===== config.mk =====
export PLATFORM = sky130hd
export DESIGN_NAME = mdio_shift_master
export DESIGN_NICKNAME = d
export VERILOG_FILES = /design/src/rtl/mdio_pkg.sv /design/src/rtl/mdio_mdc_gen.sv /design/src/rtl/mdio_frame_shifter.sv /design/src/rtl/mdio_shift_master.sv
export SDC_FILE = /design/constraint.sdc
export NUM_CORES = 1
export LEC_CHECK = 0
export ABC_AREA = 1
export ABC_CLOCK_PERIOD_IN_PS = 1980
export CORE_MARGIN = 1.5
export CORE_UTILIZATION = 25
export CTS_CLUSTER_SIZE = 12
export DETAILED_ROUTE_END_ITERATION = 10
export GPL_ROUTABILITY_DRIVEN = 1
export HOLD_SLACK_MARGIN = 0.08
export PLACE_DENSITY = 0.52
export SLEW_MARGIN = 15
export SYNTH_ARGS = -nofsm -noshare
export SYNTH_HDL_FRONTEND = slang
export SYNTH_HIERARCHICAL = 1
export SYNTH_SLANG_ARGS = --single-unit

===== constraint.sdc =====
create_clock -name clk -period 1.98 [get_ports clk]
set_clock_uncertainty 0.15 [all_clocks]
set_input_delay 0.396 -clock clk [delete_from_list [all_inputs] [get_ports clk]]
set_output_delay 0.396 -clock clk [all_outputs]
set_load 0.01 [all_outputs]

===== src/rtl/mdio_pkg.sv =====
package mdio_pkg;
    localparam int MDIO_WORD_W   = 32;
    localparam int MDIO_PRE_LEN  = 32;
    localparam int MDIO_RESP_W   = 18;
    localparam int MDIO_RD_BIT   = 29;

    typedef enum logic [1:0] {
        PH_IDLE     = 2'd0,
        PH_PREAMBLE = 2'd1,
        PH_BODY     = 2'd2
    } mdio_phase_e;
endpackage


===== src/rtl/mdio_mdc_gen.sv =====
module mdio_mdc_gen #(
    parameter int DIV_W = 8
) (
    input  logic             clk,
    input  logic             rst_n,
    input  logic             run,
    input  logic [DIV_W-1:0] div_half,
    output logic             mdc,
    output logic             rise_tick,
    output logic             fall_tick
);
    typedef struct packed {
        logic [DIV_W-1:0] cnt;
        logic             mdc;
    } gen_t;

    gen_t s_d, s_q;
    logic at_end;

    assign at_end    = run && (s_q.cnt == div_half);
    assign rise_tick = at_end && !s_q.mdc;
    assign fall_tick = at_end && s_q.mdc;
    assign mdc       = s_q.mdc;

    always_comb begin
        s_d = s_q;
        if (!run) begin
            s_d = '0;
        end else if (at_end) begin
            s_d.cnt = '0;
            s_d.mdc = ~s_q.mdc;
        end else begin
            s_d.cnt = s_q.cnt + DIV_W'(1);
        end
    end

    always_ff @(posedge clk or negedge rst_n) begin
        if (!rst_n) s_q <= '0;
        else        s_q <= s_d;
    end
endmodule


===== src/rtl/mdio_frame_shifter.sv =====
module mdio_frame_shifter
    import mdio_pkg::*;
#(
    parameter int WORD_W  = MDIO_WORD_W,
    parameter int PRE_LEN = MDIO_PRE_LEN,
    parameter int RESP_W  = MDIO_RESP_W,
    parameter int RD_BIT  = MDIO_RD_BIT
) (
    input  logic              clk,
    input  logic              rst_n,
    input  logic              load,
    input  logic [WORD_W-1:0] load_data,
    input  logic              rise_tick,
    input  logic              fall_tick,
    input  logic              mdio_in,
    output logic              busy,
    output logic [WORD_W-1:0] word,
    output logic              mdio_out,
    output logic              mdio_drive,
    output logic              done_pulse
);
    localparam int MAX_LEN  = (WORD_W > PRE_LEN) ? WORD_W : PRE_LEN;
    localparam int CNT_W    = $clog2(MAX_LEN);
    localparam int TA_FIRST = WORD_W - RESP_W;

    typedef struct packed {
        mdio_phase_e       phase;
        logic [CNT_W-1:0]  bitcnt;
        logic [WORD_W-1:0] shreg;
        logic              samp;
        logic              rd;
        logic              irq;
    } shf_t;

    shf_t s_d, s_q;
    logic released;
    logic in_bit;

    assign released   = s_q.rd && (s_q.phase == PH_BODY) &&
                        (s_q.bitcnt >= CNT_W'(TA_FIRST));
    assign in_bit     = released ? s_q.samp : s_q.shreg[WORD_W-1];
    assign busy       = (s_q.phase != PH_IDLE);
    assign word       = s_q.shreg;
    assign mdio_out   = (s_q.phase == PH_PREAMBLE) ? 1'b1 : s_q.shreg[WORD_W-1];
    assign mdio_drive = busy && !released;
    assign done_pulse = s_q.irq;

    always_comb begin
        s_d     = s_q;
        s_d.irq = 1'b0;
        if (load && !busy) begin
            s_d.phase  = PH_PREAMBLE;
            s_d.bitcnt = '0;
            s_d.shreg  = load_data;
            s_d.rd     = load_data[RD_BIT];
        end else begin
            if (rise_tick) begin
                s_d.samp = mdio_in;
            end
            if (fall_tick) begin
                case (s_q.phase)
                    PH_PREAMBLE: begin
                        if (s_q.bitcnt == CNT_W'(PRE_LEN - 1)) begin
                            s_d.phase  = PH_BODY;
                            s_d.bitcnt = '0;
                        end else begin
                            s_d.bitcnt = s_q.bitcnt + CNT_W'(1);
                        end
                    end
                    PH_BODY: begin
                        s_d.shreg = {s_q.shreg[WORD_W-2:0], in_bit};
                        if (s_q.bitcnt == CNT_W'(WORD_W - 1)) begin
                            s_d.phase = PH_IDLE;
                            s_d.irq   = 1'b1;
                        end else begin
                            s_d.bitcnt = s_q.bitcnt + CNT_W'(1);
                        end
                    end
                    default: ;
                endcase
            end
        end
    end

    always_ff @(posedge clk or negedge rst_n) begin
        if (!rst_n) s_q <= '0;
        else        s_q <= s_d;
    end
endmodule


===== src/rtl/mdio_shift_master.sv =====
module mdio_shift_master
    import mdio_pkg::*;
#(
    parameter int DIV_W = 8
) (
    input  logic                   clk,
    input  logic                   rst_n,
    input  logic [DIV_W-1:0]       div_half,
    input  logic                   wr_en,
    input  logic [MDIO_WORD_W-1:0] wr_data,
    output logic [MDIO_WORD_W-1:0] rd_data,
    output logic                   mgmt_idle,
    output logic                   mgmt_irq,
    output logic                   mdc,
    output logic                   mdio_o,
    output logic                   mdio_oe,
    input  logic                   mdio_i
);
    logic busy;
    logic rise_tick;
    logic fall_tick;

    mdio_mdc_gen #(.DIV_W(DIV_W)) i_mdc_gen (
        .clk       (clk),
        .rst_n     (rst_n),
        .run       (busy),
        .div_half  (div_half),
        .mdc       (mdc),
        .rise_tick (rise_tick),
        .fall_tick (fall_tick)
    );

    mdio_frame_shifter #(
        .WORD_W  (MDIO_WORD_W),
        .PRE_LEN (MDIO_PRE_LEN),
        .RESP_W  (MDIO_RESP_W),
        .RD_BIT  (MDIO_RD_BIT)
    ) i_shifter (
        .clk        (clk),
        .rst_n      (rst_n),
        .load       (wr_en),
        .load_data  (wr_data),
        .rise_tick  (rise_tick),
        .fall_tick  (fall_tick),
        .mdio_in    (mdio_i),
        .busy       (busy),
        .word       (rd_data),
        .mdio_out   (mdio_o),
        .mdio_drive (mdio_oe),
        .done_pulse (mgmt_irq)
    );

    assign mgmt_idle = !busy;
endmodule


-- Word-level counts from Yosys, hierarchy flattened
Index checks and enable logic that the tools add are counted.
W data, S select, Z words.
- flip-flop bits (word level): 51
- output and inout bits: 37
- word-level logic and storage cells: 56
- $add $sub $neg: 2
- order comparisons: 1
- eq/ne operators: 8
- muxes and demuxes: 17
- bitwise logic cells: 2
- reductions and logical operators: 18
- operator list (cell ; number):
    $mux W39 ; 2
    $mux W32 ; 1
    $pmux W7 S2 ; 1
    $mux W5 ; 2
    $mux W9 ; 1
    $ne A3 B3 Y1 const B ; 3
    $add A8 B1 Y8 const B ; 1
    $eq A8 B8 Y1 ; 1
    $mux W8 ; 1
    $logic_and A1 B1 Y1 ; 7
    $mux W1 ; 7
    $reduce_bool A2 Y1 ; 3
    $add A5 B1 Y5 const B ; 1
    $eq A5 B5 Y1 const B ; 1
    $ge A5 B4 Y1 const B ; 1
    $mux W2 ; 2
    $reduce_and A2 Y1 ; 2
    $reduce_and A4 Y1 ; 1
    $logic_not A1 Y1 ; 3
    $reduce_and A3 Y1 ; 1
    $reduce_bool A3 Y1 ; 1
    $eq A2 B1 Y1 const B ; 1
    $eq A2 B2 Y1 const B ; 1
    $ne A2 B2 Y1 const B ; 1
    $not A1 Y1 ; 2

-- Logic depth before layout (Yosys ltp)
Gate-level depths: netlist of run 1.
- depth after elaboration: 7
- gate-level depth with buffers: 14

-- Hierarchy
The synthesis of run 1 kept the hierarchy.
- by module, submodules not included (module ; times used ; cells each ; area each (µm²) ; sequential area each (µm²)):
    mdio_frame_shifter ; 1 ; 262 ; 2342.2 ; 1051.0
    mdio_mdc_gen ; 1 ; 104 ; 645.6 ; 225.2
    mdio_shift_master ; 1 ; 1 ; 3.8 ; 0.0

-- Worst setup path before layout of run 1
OpenSTA, ideal clock, no wires.
- path kind: register -> register
- start: register i_shifter/s_q[40] (netlist name)
- end: register i_shifter.s_q (netlist bit i_shifter/word[10])
- library setup time: 0.120 ns
- data arrival time: 1.601 ns
- slack: 0.109 ns
- stages on the path, launching flop included: 11
- path buffers: 2
- clock period less this slack: 1.871 ns
- cell sequence: dfrtp_1 > inv_1 > ha_1 > inv_1 > nand2_1 > nor2_1 > nand2_1 > buf_6 > buf_6 > nor3_2 > nor2_1
- cells in the longest elaborated chain, start to end: 5
- elaborated cells on any way between the ends: 10
- classes of those cells: eq/ne (1); mux (1); reduce/logical (8)
- ends and longest elaborated chain (what ; RTL line ; text):
    start, declared ; mdio_frame_shifter.sv:35 ; shf_t s_d, s_q;
    start signal, assigned ; mdio_frame_shifter.sv:86 ; if (!rst_n) s_q <= '0;
    start signal, assigned ; mdio_frame_shifter.sv:87 ; else s_q <= s_d;
    $reduce_bool A2 Y1 ; mdio_frame_shifter.sv:42 ; assign busy = (s_q.phase != PH_IDLE);
    named net busy ; mdio_shift_master.sv:19 ; logic busy;
    $logic_and A1 B1 Y1 ; mdio_mdc_gen.sv:20 ; assign at_end = run && (s_q.cnt == div_half);
    $logic_and A1 B1 Y1 ; mdio_mdc_gen.sv:22 ; assign fall_tick = at_end && s_q.mdc;
    named net fall_tick ; mdio_shift_master.sv:21 ; logic fall_tick;
    $reduce_bool A2 Y1 (no source line) ; - ;
    $reduce_and A2 Y1 (no source line) ; - ;
The timed path passes the listed nets, and every way through them passes these cells.
A chain may end at the register's enable or synchronous reset.

-- Worst setup path after layout of run 1
- start: register i_mdc_gen/s_q[5] (netlist name)
- end: register i_shifter/s_q[41] (netlist name)
- cells in the longest elaborated chain, start to end: 5
- ends and longest elaborated chain (what ; RTL line ; text):
    start, declared ; mdio_mdc_gen.sv:17 ; gen_t s_d, s_q;
    start signal, assigned ; mdio_mdc_gen.sv:38 ; if (!rst_n) s_q <= '0;
    start signal, assigned ; mdio_mdc_gen.sv:39 ; else s_q <= s_d;
    $eq A8 B8 Y1 ; mdio_mdc_gen.sv:20 ;
    $logic_and A1 B1 Y1 ; mdio_mdc_gen.sv:20 ;
    $logic_and A1 B1 Y1 ; mdio_mdc_gen.sv:22 ;
    named net fall_tick ; mdio_shift_master.sv:21 ;
    $reduce_bool A2 Y1 (no source line) ; - ;
    $reduce_and A4 Y1 (no source line) ; - ;
The timed path passes the listed nets, and every way through them passes these cells.

==> results.yml, run 1 <==
floorplanning:
  start_util_pct: 25.9
  io_pins: 81
  die_h_um: 112
  dieArea_um2: 12600
  core.rowCount: 39
  core_area_um2: 11600
  dieWidth_um: 112
sta:
  setup_viol: 1
  grt_setup_unrepaired: "yes"
  fmax_mhz: 502
  fin_crit_ns: 1.99
  slew_viol_final: 0
  slew_headroom_pct: 73.8
  final.period_utilization_pct: 101
  worst_pin_slew_ns: 0.389
  final.setup.worst_slack_ns: -0.0112
  hold_viol: 0
synth:
  synth_top_area_share_pct: 42.7
  synthAdderAreaFrac_pct: 4.18
  synth_mux_area_share_pct: 0
  syn_inst: 367
  synth_fp_nets: 421
  syn_area_um2: 2990
  synth_area_leaders: "dfrtp_1 (43%), buf_4 (8.8%), nand2_1 (8.3%)"
  synth-seq-area-share_pct: 42.7
  yosys.area_share.simple_pct: 23.7
  synth_xor_area_share_pct: 2.05
  synth.distinct_cells: 26
  synth_top_family_by_area: "simple AND/OR/NAND/NOR gates"
  ys_seq_elements: 51
  synth.avg_cell_area_um2: 8.15
  synth_compound_area_share_pct: 9.87
  yosysWarnings: 6
  synth_top_cell_by_area: "dfrtp_1"
setup_path:
  regToRegEndpoint: "i_shifter/s_q[41]$_DFFE_PN0P_"
  r2r_cells: 13
  worstSetupStartpoint: "i_mdc_gen/s_q[5]$_DFF_PN0_"
  slowest_delay_ns: 0.40
  path_class: "reg2reg"
  cp-end-kind: "register"
  timing.rr.start: "i_mdc_gen/s_q[5]$_DFF_PN0_"
  path_cells: "inv_1 -> nand2_1 -> nand2_1 -> nor2_1 -> nand2_1 -> nor2_2 -> nand2_2 -> nor2_4 -> buf_4 -> nand2_1 -> nand2_1 -> nand3_1 -> o31ai_1"
  cpMaxStageDelayCell: "dfrtp_1"
  worstPathRequired_ns: 2.02
  cpMostUsedCell: "nand2_1"
  critical_path_arrival_ns: 2.03
  crit_fanout: 4
  startpoint_type: "register"
  reg2reg_slack_ns: -0.01
finish:
  layout_commonest_cell: "clkdlybuf4s50_1"
  antenna_cells: 0
  final_cell_mix: "clkdlybuf4s50_1 (68), nand2_1 (60), dfrtp_1 (51), nor2_1 (45), inv_1 (39)"
  final_area_um2: 4680
  layout-area-overhead-vs-synth_pct: 56.3
  nets: 522
  final.fill_count: 1144
  multi_input_area_um2: 1520
  ff_latch_area_um2: 1280
  layout-drive-gt1-share_pct: 27.9
global_routing:
  first_global_vias: 2797
  grt_usage_pct: 13.6
  antenna_found_initial: 0
  grt_pass1_wl_mm: 13.7
  grt_max_degree: 52
  grt_overflow: 0
clock_tree:
  cts_made_buffers: 5
  clkTransAtPathRegs_ns: 0.07
  cts_tree: "built"
  clock_path_buffers: 2
  clkSinkCount: 51
  cts-root-buf: "clkbuf_16"
  h-tree-depth: 2
  clk_latency_ns: 0.29
hold_path:
  hold_end: "i_shifter/s_q[1]$_DFFE_PN0P_"
  holdCritStartpoint: "i_shifter/s_q[1]$_DFFE_PN0P_"
  min_path_type: "reg2reg"
  whs_path_depth: 2
route:
  drtIter0Drc: 154
  routed_wl_mm: 8.29
  num_vias: 2656
  firstDrtPassIters: 8
  vias_per_cell: 4.34
  drtAntennaViolNets: 0
  post_drt_wl_per_cell_um: 13.5
  drc: 4
power:
  powerDensity_nw_per_um2: 1300
  ir_drop_mv: 0.601
  cellLeakagePower_nw: 2.10
status:
  violations: "DRC, setup timing"
  status: "complete, but fails checks"
run:
  cap_viol_max_count: 0
place:
  portBuffers: 80
  hpwl_mm: 5.55
  placed_area_um2: 3940
  dp_slack_ns: -0.515
  gp_congestion: 0.775
==> sequential cells by signal, summed over array words and instances, names as in the netlist <==
signal	count
i_shifter/done_pulse	1
i_shifter/word	32
i_mdc_gen/s_q	8
i_shifter/s_q	9
i_mdc_gen/mdc	1
==> area by class of cell <==
type,count,area share [%]
Multi-Input combinational cell,225,32.6
Clock inverter,1,0.187
Inverter,49,4.04
Sequential cell,51,27.3
Tap cell,143,3.83
Timing Repair Buffer,136,29.0
Clock buffer,7,3.05
==> power by group <==
part / switching [mW] / leakage (nW) / internal [mW] / total (mW)
Sequential: 0.434 / 0.614 / 1.47 / 1.90
Combinational: 1.55 / 1.41 / 1.73 / 3.28
Clock: 0.397 / 0.0741 / 0.507 / 0.905
Total: 2.38 / 2.10 / 3.70 / 6.08
==> critical path: cells and delay by family, from the launching register on <==
family          cells  cell delay (ns)
compound gates      1             0.25
simple gates       10             0.89
buf+inv             2             0.19
flops               1             0.40
==> cell usage after synthesis <==
master and number:
ha_1 10, a31oi_1 3, nand2_4 2, nor2_2 1, o22ai_1 28, or2_2 1
dfrtp_1 51, buf_6 6, nor3_2 10, inv_2 4, nand2_1 66, o221ai_1 1
xor2_1 4, nand2_2 2, nand3_1 12, xnor2_1 3, nor3_1 11, buf_2 2
a21oi_1 4, o31ai_1 2, buf_4 35, o21ai_1 6, o211ai_1 1, inv_1 45
o21ai_0 4, nor2_1 53
==> stage by stage <==
step | util (%) | hold slack (ns) | power, mW | std cells | setup TNS (ns)
floorplan | - | -0.0496 | 3.52 | 367 | 0
detailed placement | 34.1 | 0.272 | 4.52 | 586 | -17.10
CTS | 38.8 | 0.367 | 5.79 | 616 | -0.472
finish | 40.4 | 0.380 | 6.08 | 612 | -0.0112
global placement | 34.1 | 0.267 | 4.50 | 586 | -15.79
global route | 40.4 | 0.428 | 6.51 | 612 | -5.20
==> repair_timing <==
item	4_1_cts	5_1_grt
gates resized for setup	49	61
pin swaps	12	41
gates cloned	7	0
hold endpoints to repair	51	0
hold buffers	1	0
buffers inserted	14	2
endpoints found under the setup margin	43	52
==> worst max path at each step <==
stage,to,slack (ns),depth (start not counted)
after global routing,i_shifter/word[30]$_DFFE_PN0P_,-0.19,14
after global placement,i_shifter/word[5]$_DFFE_PN0P_,-0.46,13
after detailed placement,i_shifter/word[5]$_DFFE_PN0P_,-0.52,13
after CTS,mdio_oe,-0.10,8
final,i_shifter/s_q[41]$_DFFE_PN0P_,-0.01,13
after floorplan,i_shifter/word[10]$_DFFE_PN0P_,0.11,10
==> cell families after synthesis <==
| family | after synthesis |
|---|---|
| buffers and inverters | 92 |
| adders and majority gates | 10 |
| xor gates and xnor gates | 7 |
| AOI/OAI and AO/OA | 49 |
| DFF | 51 |
| and+or+nand+nor | 158 |
==> layer usage <==
layer | wire length [µm] | share of wire (%) | global-route usage [%] | up-vias
met1 | 3720 | 45 | 17.5 | 1250
met2 | 4130 | 50 | 23.8 | 52
met4 | 68 | 0.82 | 2.78 | 0
met3 | 368 | 4.4 | 2.65 | 5
met5 | 0 | 0 | 0 | -
li1 | - | - | - | 1349
Note: power is estimated with default switching activity, not from simulation.
==> run 2: changes to the inputs <==
CTS_CLUSTER_DIAMETER = 200   (was not set)
SKIP_CTS_REPAIR_TIMING = 1   (was not set)
==> run 2 against run 1 <==
Net effect: the flow still finishes with violations (DRC, setup timing); routed wire length fell by 3.2%; sequential cell count did not move; sequential power fell by 3%; cell area fell by 3.1%; setup slack improved by 0.0034 ns; via count fell by 1.4%; die area did not move; first-iteration DRC count fell by 31%; clock power fell by 0.8%; non-clock buffer count fell by 11; sequential share of layout area rose by 0.86 points; register-to-register slack improved by 0.08 ns; critical endpoint is now mdio_oe; highest routed layer unchanged.
==> results.yml, run 2 (synthesis gave the netlist of run 1 again) <==
power:
  p_clk_share_pct: 15.1
  ir_drop_mv: 0.577
  p_comb_share_pct: 53.7
  powerDensity_nw_per_um2: 1310
  p_switching_mw: 2.32
  pwr-share-seq_pct: 31.2
  swShare_pct: 39.1
  cellLeakagePower_nw: 2.10
  internal-power_mw: 3.62
  total_power_mw: 5.94
route:
  wl_met3_um: 348
  drtAntennaViolNets: 0
  routed_wl_mm: 8.03
  routed-wl-met2_mm: 3.99
  met1_length_mm: 3.62
  drc: 4
  top_layer: "met4"
  num_vias: 2619
  firstDrtPassIters: 7
  post_drt_wl_per_cell_um: 13.4
  vias_per_cell: 4.37
  drtIter0Drc: 106
setup_path:
  path_buf_inv: 3
  path_cells: "inv_1 -> ha_1 -> inv_1 -> nand2_1 -> nand2_1 -> nand2_1 -> a21oi_2 -> dlymetal6s2s_1"
  worstPathRequired_ns: 1.43
  startpoint_type: "register"
  path_class: "reg2out"
  worstSetupStartpoint: "i_shifter/s_q[35]$_DFFE_PN0P_"
  critical_path_arrival_ns: 1.44
  crit_fanout: 2
  critical_path.top_delay_family: "flip-flops"
  cpMostUsedCell: "nand2_1"
  cp-end-kind: "output port"
  cpMaxStageDelayCell: "dfrtp_1"
  slowest_delay_ns: 0.34
  timing.rr.start: "i_mdc_gen/s_q[2]$_DFF_PN0_"
finish:
  final.fill_count: 1145
  layout.cells.non_filler: 600
  nets: 510
  layout_commonest_cell: "clkdlybuf4s50_1"
  final_cell_mix: "clkdlybuf4s50_1 (68), nand2_1 (55), dfrtp_1 (51), nor2_1 (47), inv_1 (42)"
  layout-drive-gt1-share_pct: 26.5
  antenna_cells: 0
  layout-area-overhead-vs-synth_pct: 51.5
  largest_reg_flops: 32
sta:
  fin_crit_ns: 1.99
  final.period_utilization_pct: 100
  final.setup.worst_slack_ns: -0.00778
  slew_headroom_pct: 76.7
  setup_viol: 1
  slew_viol_final: 0
  hold_viol: 0
  worst_pin_slew_ns: 0.349
  fmax_mhz: 503
  grt_setup_unrepaired: "yes"
  fin_tns_setup_ns: -0.00778
  whs_ns: 0.396
floorplanning:
  core_area_um2: 11600
  die_h_um: 112
  core.rowCount: 39
  dieArea_um2: 12600
  io_pins: 81
  start_util_pct: 25.9
  dieWidth_um: 112
place:
  gp_congestion: 0.775
  hpwl_mm: 5.55
  dp.cells: 586
  portBuffers: 80
clock_tree:
  cts_tree: "built"
  clkSinkCount: 51
  h-tree-depth: 2
  clk_latency_ns: 0.29
  clock_path_buffers: 2
  cts_made_buffers: 5
  clkTransAtPathRegs_ns: 0.07
  cts-root-buf: "clkbuf_16"
hold_path:
  min_path_type: "reg2reg"
  holdCritStartpoint: "i_shifter/s_q[1]$_DFFE_PN0P_"
status:
  violations: "DRC, setup timing"
  status: "complete, but fails checks"
run:
  cap_viol_max_count: 0
global_routing:
  antenna_found_initial: 0
  grt_max_degree: 52
  first_global_vias: 2592
  grt_usage_pct: 12.2
  grt_overflow: 0
  grt_pass1_wl_mm: 12.4
-- run 2: changes by cell type in the layout (fill, tap and decap cells not counted), moves of 5 or more --
cell / previous run / this run
dlymetal6s2s_1: 0 / 10
buf_6: 12 / 4
dlygate4sd2_1: 8 / 0
nor3_4: 11 / 3
nor3_2: 7 / 13
nand2_1: 60 / 55
-- run 2: path summary, 6_finish.rpt --
kind	slack, ns	cells after the start	endpoint
max	-0.008	8	mdio_oe
min	0.40	2	i_shifter/s_q[1]$_DFFE_PN0P_
max reg2reg	0.07	12	i_shifter/word[7]$_DFFE_PN0P_
min reg2reg	0.40	2	i_shifter/s_q[1]$_DFFE_PN0P_
max in group asynchronous	0.95	3	i_shifter/word[27]$_DFFE_PN0P_
min in group asynchronous	0.47	3	i_shifter/done_pulse$_DFF_PN0_
-- run 2: power groups by stage --
stage                     combinational, mW  sequential [mW]  clock (mW)
after floorplan                        1.76             1.76           0
after global placement                 2.67             1.83           0
after CTS                              2.71             1.81       0.928
final                                  3.19             1.85       0.898
after global routing                   3.48             1.92       0.972
after detailed placement               2.70             1.82           0
-- run 2: layer usage --
| layer | vias to the layer above | GRT usage, % |
|---|---|---|
| met3 | 5 | 2.59 |
| met4 | 0 | 2.78 |
| met2 | 54 | 20.9 |
| met5 | - | 0 |
| li1 | 1331 | - |
| met1 | 1229 | 15.8 |
-- run 2: tightest hold or removal path, delay by kind of cell (launching register included) --
kind             cells  cell delay [ns]
flip-flops           1             0.38
AND/OR/NAND/NOR      2             0.14
-- run 2: area by class of cell --
type | count | area, µm² | area share, %
multi-input combinational | 224 | 1480 | 32.7
sequential | 51 | 1280 | 28.2
timing repair buffer | 125 | 1250 | 27.7
inverter | 49 | 191 | 4.22
tap | 143 | 179 | 3.95
clock buffer | 7 | 143 | 3.15
clock inverter | 1 | 8.76 | 0.193
-- run 2: metrics by stage --
step	util (%)	setup WS, ns	area, µm²
floorplan	-	0.109	2990
global placement	34.1	-0.463	3940
detailed placement	34.1	-0.515	3940
CTS	35.4	-0.477	4100
global route	39.2	-0.166	4530
finish	39.2	-0.00778	4530
